`src/rtl/poison_pkg.sv`:
```
package poison_pkg;

    localparam int N_DEV = 2;
    localparam int N_CMD = 3;
    localparam int N_IRQ = 4;
    localparam int SEL_W = 3;

    typedef enum logic [SEL_W-1:0] {
        GRP_DEV = 3'd0,
        GRP_UNC = 3'd1,
        GRP_IFC = 3'd2,
        GRP_CMD = 3'd3,
        GRP_IRQ = 3'd4
    } grp_sel_e;

    typedef struct packed {
        logic send;
        logic fatal;
    } msg_t;

    typedef struct packed {
        logic [N_IRQ-1:0] irq;
        logic [N_CMD-1:0] cmd;
        logic             ifc;
        logic             unc;
        logic [N_DEV-1:0] dev;
    } sts_vec_t;

    function automatic msg_t pick_msg(input logic sev, input logic fat_en, input logic nf_en);
        msg_t m;
        m.fatal = sev;
        m.send  = sev ? fat_en : nf_en;
        return m;
    endfunction

    function automatic logic [N_IRQ-1:0] irq_enables(input logic m_ifc, input logic m_unc,
                                                     input logic m_par);
        return {~m_par, ~m_par, ~m_unc, ~m_ifc};
    endfunction

endpackage

```
`src/rtl/poison_sticky.sv`:
```
module poison_sticky #(
    parameter int W = 8
) (
    input  logic         clk,
    input  logic         rst,
    input  logic [W-1:0] set_i,
    input  logic [W-1:0] clr_i,
    output logic [W-1:0] q_o,
    output logic [W-1:0] d_o
);
    logic [W-1:0] q;

    always_comb d_o = (q & ~clr_i) | set_i;

    always_ff @(posedge clk) begin
        if (rst) q <= '0;
        else     q <= d_o;
    end

    assign q_o = q;
endmodule

```
`src/rtl/poison_msg_gen.sv`:
```
module poison_msg_gen
    import poison_pkg::*;
(
    input  logic clk,
    input  logic rst,
    input  logic err_i,
    input  logic sev_i,
    input  logic fat_en_i,
    input  logic nf_en_i,
    output logic send_now_o,
    output logic fatal_now_o,
    output logic req_o,
    output logic fatal_o
);
    msg_t m;

    always_comb begin
        m           = pick_msg(sev_i, fat_en_i, nf_en_i);
        send_now_o  = err_i & m.send;
        fatal_now_o = m.fatal;
    end

    always_ff @(posedge clk) begin
        if (rst) begin
            req_o   <= 1'b0;
            fatal_o <= 1'b0;
        end else begin
            req_o   <= send_now_o;
            fatal_o <= send_now_o & m.fatal;
        end
    end
endmodule

```
`src/rtl/poison_hdr_log.sv`:
```
module poison_hdr_log #(
    parameter int HDR_W = 128
) (
    input  logic             clk,
    input  logic             rst,
    input  logic             cap_i,
    input  logic [HDR_W-1:0] hdr_i,
    output logic [HDR_W-1:0] log_o
);
    always_ff @(posedge clk) begin
        if (rst)        log_o <= '0;
        else if (cap_i) log_o <= hdr_i;
    end
endmodule

```
`src/rtl/poison_err_report.sv`:
```
module poison_err_report
    import poison_pkg::*;
#(
    parameter int HDR_W = 128
) (
    input  logic             clk,
    input  logic             rst,
    input  logic             err_pulse,
    input  logic [HDR_W-1:0] err_hdr,
    input  logic             err_own_cpl,
    input  logic             sev_fatal,
    input  logic             rpt_fatal_en,
    input  logic             rpt_nonfatal_en,
    input  logic             serr_en,
    input  logic             im_ifc,
    input  logic             im_unc,
    input  logic             im_par,
    input  logic             adv_log_mask,
    input  logic             ifc_log_mask,
    input  logic             clr_en,
    input  logic [SEL_W-1:0] clr_sel,
    input  logic [N_IRQ-1:0] clr_data,
    output logic             msg_req,
    output logic             msg_fatal,
    output logic             irq,
    output logic [N_DEV-1:0] dev_sts,
    output logic             unc_poison,
    output logic             ifc_poison,
    output logic [N_CMD-1:0] cmd_sts,
    output logic [N_IRQ-1:0] irq_sts,
    output logic [HDR_W-1:0] adv_log,
    output logic [HDR_W-1:0] ifc_log
);
    localparam int STS_W = $bits(sts_vec_t);
    localparam int N_LOG = 2;

    logic             send_now, fatal_now;
    logic [N_IRQ-1:0] irq_en, irq_src;
    sts_vec_t         set_v, clr_v, sts_q, sts_d;
    logic             irq_q;

    poison_msg_gen u_msg (
        .clk        (clk),
        .rst        (rst),
        .err_i      (err_pulse),
        .sev_i      (sev_fatal),
        .fat_en_i   (rpt_fatal_en),
        .nf_en_i    (rpt_nonfatal_en),
        .send_now_o (send_now),
        .fatal_now_o(fatal_now),
        .req_o      (msg_req),
        .fatal_o    (msg_fatal)
    );

    // Set vector: one error fans out to every status group
    always_comb begin
        irq_en    = irq_enables(im_ifc, im_unc, im_par);
        irq_src   = {err_own_cpl, 1'b1, send_now, 1'b1} & {N_IRQ{err_pulse}};
        set_v     = '0;
        set_v.dev = send_now ? (fatal_now ? 2'b10 : 2'b01) : 2'b00;
        set_v.unc = err_pulse;
        set_v.ifc = err_pulse;
        set_v.cmd = {err_own_cpl, serr_en, 1'b1} & {N_CMD{err_pulse}};
        set_v.irq = irq_src & irq_en;
    end

    // Write-one-to-clear decode, one group per write
    always_comb begin
        clr_v = '0;
        if (clr_en) begin
            case (grp_sel_e'(clr_sel))
                GRP_DEV: clr_v.dev = clr_data[N_DEV-1:0];
                GRP_UNC: clr_v.unc = clr_data[0];
                GRP_IFC: clr_v.ifc = clr_data[0];
                GRP_CMD: clr_v.cmd = clr_data[N_CMD-1:0];
                GRP_IRQ: clr_v.irq = clr_data;
                default: clr_v = '0;
            endcase
        end
    end

    logic [STS_W-1:0] sts_q_raw, sts_d_raw;

    poison_sticky #(.W(STS_W)) u_sts (
        .clk  (clk),
        .rst  (rst),
        .set_i(set_v),
        .clr_i(clr_v),
        .q_o  (sts_q_raw),
        .d_o  (sts_d_raw)
    );

    assign sts_q = sts_vec_t'(sts_q_raw);
    assign sts_d = sts_vec_t'(sts_d_raw);

    always_ff @(posedge clk) begin
        if (rst) irq_q <= 1'b0;
        else     irq_q <= |(sts_d.irq & irq_en);
    end

    // Two header logs, each frozen while its poison flag is set
    logic [N_LOG-1:0] log_ok;
    logic [HDR_W-1:0] log_q [N_LOG];

    assign log_ok[0] = ~adv_log_mask & ~sts_q.unc;
    assign log_ok[1] = ~ifc_log_mask & ~sts_q.ifc;

    for (genvar g = 0; g < N_LOG; g++) begin : g_log
        poison_hdr_log #(.HDR_W(HDR_W)) u_log (
            .clk  (clk),
            .rst  (rst),
            .cap_i(err_pulse & log_ok[g]),
            .hdr_i(err_hdr),
            .log_o(log_q[g])
        );
    end

    assign adv_log    = log_q[0];
    assign ifc_log    = log_q[1];
    assign dev_sts    = sts_q.dev;
    assign unc_poison = sts_q.unc;
    assign ifc_poison = sts_q.ifc;
    assign cmd_sts    = sts_q.cmd;
    assign irq_sts    = sts_q.irq;
    assign irq        = irq_q;
endmodule

```
`config.mk`:
```
export PLATFORM = sky130hd
export DESIGN_NAME = poison_err_report
export DESIGN_NICKNAME = d
export VERILOG_FILES = /design/src/rtl/poison_pkg.sv /design/src/rtl/poison_sticky.sv /design/src/rtl/poison_msg_gen.sv /design/src/rtl/poison_hdr_log.sv /design/src/rtl/poison_err_report.sv
export SDC_FILE = /design/constraint.sdc
export NUM_CORES = 1
export LEC_CHECK = 0
export BUFFER_PORTS_ARGS = -buffer_cell sky130_fd_sc_hd__clkbuf_2
export CORE_ASPECT_RATIO = 1.4
export CORE_MARGIN = 8
export CORE_UTILIZATION = 30
export DETAILED_ROUTE_END_ITERATION = 6
export GPL_TIMING_DRIVEN = 0
export HOLD_SLACK_MARGIN = 0.06
export PLACE_DENSITY = 0.62
export SLEW_MARGIN = 20
export SYNTH_ARGS = -nofsm -noshare
export SYNTH_HDL_FRONTEND = slang
export SYNTH_SLANG_ARGS = --single-unit
```
`constraint.sdc`:
```
create_clock -name clk -period 1.3 [get_ports clk]
set_input_delay 0 -clock clk [delete_from_list [all_inputs] [get_ports clk]]
set_output_delay 0 -clock clk [all_outputs]
set_load 0.05 [all_outputs]
```
==> results of run 1 <==
==> cells by family after synthesis <==
kind of cell | share of synthesized area
simple gates | 0.219
buf+inv | 0.0448
flops | 0.580
compound gates | 0.156
==> timing repair <==
item | CTS | global route
gates cloned | 2 | 2
endpoints found under the setup margin | 240 | 246
hold buffers | 156 | 2
pin swaps | 2 | 29
gates resized for setup | 69 | 82
setup buffers | 4 | 2
endpoints found under the hold margin | 270 | 5
==> power groups by stage <==
stage | Combinational (W) | Sequential [W] | Clock, W
5_1_grt | 0.00387 | 0.00890 | 0.00984
6_report | 0.00366 | 0.00886 | 0.00934
3_5_place_dp | 0.00308 | 0.00903 | 0
2_1_floorplan | 0.000784 | 0.0103 | 0
3_3_place_gp | 0.00306 | 0.00902 | 0
4_1_cts | 0.00356 | 0.00885 | 0.00952
==> synthesized netlist by cell type <==
master / number
nand2_1: 518
dfxtp_1: 270
a21oi_1: 263
buf_2: 57
clkbuf_1: 29
o21ai_0: 6
inv_1: 5
nor2_1: 4
a211oi_1: 3
o41ai_1: 3
or3_1: 3
a21boi_0: 2
a221oi_2: 2
and2_1: 2
nor3_1: 2
a31o_2: 1
and3_1: 1
clkbuf_2: 1
nand2b_1: 1
nor2b_1: 1
o21a_1: 1
or3_2: 1
or3b_4: 1
or4_2: 1
==> worst register-to-register path, stage by stage, from the launching register on <==
cell     delay, ns
dfxtp_4       0.37
or3_4         0.40
buf_12        0.18
buf_6         0.16
nand2_1       0.07
a21oi_1       0.06
==> stage by stage <==
step	cells	power (W)
CTS	2195	0.0219
detailed placement	1984	0.0121
floorplan	1178	0.0110
global placement	1984	0.0121
global route	2200	0.0226
finish	2200	0.0219
==> worst paths after layout <==
kind         cells after the start                                  start                               endpoint
max                              5                u_sts.q_o[3]$_SDFF_PP0_  g_log[1].u_log.log_o[55]$_SDFFE_PP0P_
min                              3                             clr_sel[1]                u_sts.q_o[0]$_SDFF_PP0_
min reg2reg                      2  g_log[0].u_log.log_o[46]$_SDFFE_PP0P_  g_log[0].u_log.log_o[46]$_SDFFE_PP0P_
max reg2reg                      5                u_sts.q_o[3]$_SDFF_PP0_  g_log[1].u_log.log_o[55]$_SDFFE_PP0P_
==> metal layers <==
metal,GRT usage,routed length (µm),vias up
li1,-,-,5033
met3,0.0465,2900,112
met4,0.104,1940,0
met2,0.356,20300,441
met5,0,0,-
met1,0.202,14100,4840
==> cell type report <==
type	instances	area, µm²
fill	2894	15600
sequential	270	5420
timing repair buffer	583	3780
multi-input combinational	816	3700
clock buffer	33	758
buffer	87	681
tap	390	488
clock inverter	16	317
inverter	5	18.8
==> state kept, by name (all words and copies together), names as in the netlist <==
signal,cells
u_msg.req_o,1
irq,1
g_log.u_log.log_o,256
u_msg.fatal_o,1
u_sts.q_o,11
==> results.py, run 1 <==
metrics = {
    "die": {
        "core_um2": 30700,
        "die_w_um": 165,
        "initial_core_util": 0.304,
        "die_h_um": 225,
        "io_pins": 419,
        "rows": 76,
        "die_area_um2": 37100,
    },
    "setup_path": {
        "crit_fanout": 10,
        "critical_path_required_ns": 1.70,
        "worst_path_max_delay_cell": "or3_4",
        "start_kind": "flop",
        "critPathBufInv": 2,
        "path_cells": "or3_4 -> buf_12 -> buf_6 -> nand2_1 -> a21oi_1",
        "critPathArrivalTime_ns": 1.78,
        "critPathKind": "flop to flop",
        "endpoint_kind": "flop",
        "critical_path.top_delay_family": "simple AND/OR/NAND/NOR gates",
        "slowest_delay_ns": 0.40,
        "r2r_setup_slack_ns": -0.08,
    },
    "synthesis": {
        "synth_area_leaders": "dfxtp_1 58%, nand2_1 21%, a21oi_1 14%",
        "syn_nets": 1327,
        "syn_area_per_cell_um2": 7.92,
        "netlist_area_um2": 9330,
        "synth_cells": 1178,
        "yosysTopAreaCell": "dfxtp_1",
        "synth_seq_cells": 270,
        "yosys.area.top_type_share": 0.580,
        "ys_warn_count": 0,
        "seq_area_frac_synth": 0.580,
        "synth_cell_type_count": 24,
    },
    "layout": {
        "final_nets": 1939,
        "final_common_cell": "nand2_1",
        "mostFrequentLayoutCells": "503 x nand2_1, 417 x clkbuf_2, 266 x dfxtp_1",
        "layout-drive-gt1-share": 0.318,
        "antennaDiodeCount": 0,
        "final_util": 0.493,
        "finalInstanceArea_um2": 15200,
        "areaGrowthSynthToFinish_pct": 62.4,
    },
    "global_routing": {
        "grt_pass1_wl_um": 57200,
        "grt_max_degree": 16,
        "grt_pass1_vias": 10400,
        "antenna_found_initial": 0,
        "track_usage": 0.196,
        "grt_overflow": 0,
    },
    "placed_design": {
        "io_buffers": 416,
        "dp_hpwl_um": 28100,
        "gp_congestion": 0.832,
        "place_area_um2": 11900,
        "place_ws_ns": -0.437,
    },
    "power": {
        "power_frac_clock": 0.427,
        "leakagePower_nw": 6.59,
        "p_int_w": 0.0157,
        "switching_share": 0.281,
        "power_frac_seq": 0.405,
        "peakVddDrop_uv": 1080,
        "p_sw_w": 0.00614,
        "combPwrFrac": 0.168,
        "p_per_area_nw_per_um2": 1440,
    },
    "routing": {
        "route.detailed.drc": 4,
        "antenna_left": 0,
        "drtIter0Drc": 448,
        "wirelength_um": 39300,
        "routedWlPerCell_um": 17.9,
        "first_pass_iters": 7,
        "routed_via_density": 4.74,
        "vias": 10400,
    },
    "clock_network": {
        "clock_path_buffers": 3,
        "cts_tree": "yes",
        "clkTransAtPathRegs_ns": 0.07,
        "cts_inserted_buffers": 27,
        "clk_latency_ns": 0.54,
        "clockRootBuffer": "clkbuf_16",
        "cts.sinks": 270,
        "htree_num_levels": 1,
    },
    "timing": {
        "hold_viol_final": 3,
        "finalCritPeriodShare": 1.06,
        "whs_ns": -0.139,
        "max_slew_margin": 0.387,
        "max_freq_ghz": 0.725,
        "finalSetupViolCount": 247,
        "worst_pin_slew_ns": 0.920,
        "setup_tns_ns": -8.68,
        "finClkSkew_ns": 0.00831,
        "setup_ws_ns": -0.0785,
        "finalMaxSlewViolations": 0,
        "layout_min_cycle_time_ns": 1.38,
        "grt_setup_unrepaired": "yes",
    },
    "run": {
        "maxCapViolations": 0,
    },
    "min_path": {
        "worstHoldPathType": "input pin to flop",
    },
    "status": {
        "violations": "DRC, hold timing, setup timing",
        "status": "finished with violations",
    },
}
Note: power is estimated with default switching activity, not from simulation.
==> inputs of run 2 (changes only) <==
Settings changed: CAP_MARGIN set to 20, GPL_TIMING_DRIVEN 0 to 1.
==> run 2 against run 1 <==
Effect of this change:
- the flow finishes with violations (setup timing)
- register-to-register slack lost 0.02 ns
- maximum frequency shrank 1.2%
- clock skew grew 0.012 ns
==> results.py, run 2 (same netlist as run 1, synthesis figures left out) <==
metrics = {
    "timing": {
        "layout_min_cycle_time_ns": 1.39,
        "finalMaxSlewViolations": 0,
        "finalSetupViolCount": 155,
        "grt_setup_unrepaired": "yes",
        "whs_ns": 0.0196,
        "setup_ws_ns": -0.0950,
        "hold_viol_final": 0,
        "finClkSkew_ns": 0.0201,
        "worst_pin_slew_ns": 0.438,
        "max_freq_ghz": 0.717,
        "finalCritPeriodShare": 1.07,
        "max_slew_margin": 0.708,
        "setup_tns_ns": -7.28,
    },
    "power": {
        "peakVddDrop_uv": 993,
        "leakagePower_nw": 6.56,
        "p_total_w": 0.0201,
        "p_per_area_nw_per_um2": 1330,
    },
    "setup_path": {
        "crit_fanout": 78,
        "reg2reg_depth": 4,
        "r2r_setup_slack_ns": -0.09,
        "endpoint_kind": "flop",
        "critPathArrivalTime_ns": 1.81,
        "slowest_delay_ns": 0.37,
        "r2r_start": "u_sts.q_o[2]$_SDFF_PP0_",
        "start_kind": "flop",
        "path_cells": "or3_4 -> buf_12 -> nand2_1 -> a21oi_1",
        "critPathKind": "flop to flop",
        "reg2reg_to": "g_log[0].u_log.log_o[49]$_SDFFE_PP0P_",
        "worst_path_max_delay_cell": "dfxtp_4",
        "critical_path_required_ns": 1.71,
    },
    "layout": {
        "fillers": 2870,
        "antennaDiodeCount": 0,
        "final_nets": 1911,
        "areaGrowthSynthToFinish_pct": 61.3,
        "top_register": "g_log.u_log.log_o",
        "final_common_cell": "nand2_1",
        "largest_reg_flops": 256,
        "layout-drive-gt1-share": 0.315,
        "finalInstanceArea_um2": 15000,
        "mostFrequentLayoutCells": "514 x nand2_1, 417 x clkbuf_2, 266 x dfxtp_1",
    },
    "min_path": {
        "whs_endpoint": "u_sts.q_o[9]$_SDFF_PP0_",
        "worstHoldPathType": "input pin to flop",
        "worstHoldStart": "clr_sel[0]",
        "whs_path_depth": 5,
    },
    "routing": {
        "first_pass_iters": 7,
        "route.detailed.drc": 0,
        "routed_via_density": 4.73,
        "vias": 10300,
        "antenna_left": 0,
        "wirelength_um": 38600,
        "drtIter0Drc": 705,
        "routedWlPerCell_um": 17.7,
    },
    "die": {
        "die_h_um": 225,
        "die_w_um": 165,
        "rows": 76,
        "io_pins": 419,
        "initial_core_util": 0.304,
        "core_um2": 30700,
        "die_area_um2": 37100,
    },
    "placed_design": {
        "io_buffers": 418,
        "dp_hpwl_um": 24700,
        "place_area_um2": 12100,
        "gp_congestion": 0.870,
        "place_ws_ns": -0.0901,
    },
    "global_routing": {
        "grt_pass1_wl_um": 55200,
        "grt_max_degree": 80,
        "antenna_found_initial": 0,
        "grt_overflow": 0,
        "grt_pass1_vias": 10100,
        "track_usage": 0.186,
    },
    "clock_network": {
        "htree_num_levels": 1,
        "clk_latency_ns": 0.55,
        "clock_path_buffers": 3,
        "clkTransAtPathRegs_ns": 0.07,
        "cts_tree": "yes",
        "cts_inserted_buffers": 27,
        "clockRootBuffer": "clkbuf_16",
        "cts.sinks": 270,
    },
    "status": {
        "status": "finished with violations",
        "violations": "setup timing",
    },
    "run": {
        "maxCapViolations": 0,
    },
}
## run 2: changes by cell type in the layout (fill, tap and decap cells not counted), sizes merged
cell	change
dlygate4sd3	-2
clkbuf	-22
bufinv	-9
dlymetal6s4s	-1
clkinv	+6
clkinvlp	-3
bufbuf	+1
buf	+2
## run 2: cell type report
| cell class | count | area, µm² | share of cell area |
|---|---|---|---|
| clock buffer | 39 | 781 | 0.0519 |
| multi-input combinational | 816 | 3610 | 0.240 |
| sequential | 270 | 5420 | 0.360 |
| timing repair buffer | 642 | 4670 | 0.311 |
| clock inverter | 10 | 57.6 | 0.00383 |
| inverter | 5 | 18.8 | 0.00125 |
| tap | 390 | 488 | 0.0324 |
## run 2: worst max-delay path by stage
stage / from / endpoint / slack, ns / cells after the start
2_1_floorplan: u_sts.q_o[2]$_SDFF_PP0_ / g_log[0].u_log.log_o[100]$_SDFFE_PP0P_ / -0.004 / 5
3_3_place_gp: clr_sel[0] / irq$_SDFF_PP0_ / -0.09 / 5
3_5_place_dp: clr_sel[0] / irq$_SDFF_PP0_ / -0.09 / 5
4_1_cts: u_sts.q_o[3]$_SDFF_PP0_ / g_log[1].u_log.log_o[85]$_SDFFE_PP0P_ / -0.04 / 5
5_1_grt: u_sts.q_o[3]$_SDFF_PP0_ / g_log[1].u_log.log_o[23]$_SDFFE_PP0P_ / -0.15 / 6
6_report: u_sts.q_o[2]$_SDFF_PP0_ / g_log[0].u_log.log_o[49]$_SDFFE_PP0P_ / -0.09 / 4
## run 2: metrics by stage
step / utilization / instances
CTS: 0.476 / 2154
finish: 0.490 / 2172
floorplan: - / 1178
detailed placement: 0.395 / 1945
global route: 0.490 / 2172
global placement: 0.395 / 1945
## run 2: routing by layer
metal,up-vias,global-route usage,wire [µm]
met2,430,0.334,19800
li1,4984,-,-
met1,4753,0.200,14200
met3,99,0.0448,2960
met5,-,0,0
met4,0,0.0886,1630
## run 2: critical path: cells and delay by family (launching register included)
family | cells | cell delay [ns]
AND/OR/NAND/NOR | 2 | 0.51
AO/OA/AOI/OAI | 1 | 0.07
buffers and inverters | 1 | 0.20
flip-flops | 1 | 0.37
## run 2: repair_timing
| action | CTS | global route |
|---|---|---|
| hold endpoints to repair | 270 | 5 |
| gates resized for setup | 4 | 35 |
| pin swaps | 1 | 6 |
| setup endpoints to repair | 210 | 208 |
| gates cloned | 2 | 12 |
| hold buffers | 154 | 2 |
| setup buffers | 4 | 6 |
## run 2: power by group
group / total [W] / switching [W] / internal (W) / leakage [nW]
Combinational: 0.00375 / 0.00250 / 0.00125 / 3.93
Sequential: 0.00884 / 0.000202 / 0.00864 / 2.20
Clock: 0.00746 / 0.00330 / 0.00417 / 0.422
Total: 0.0201 / 0.00600 / 0.0141 / 6.56
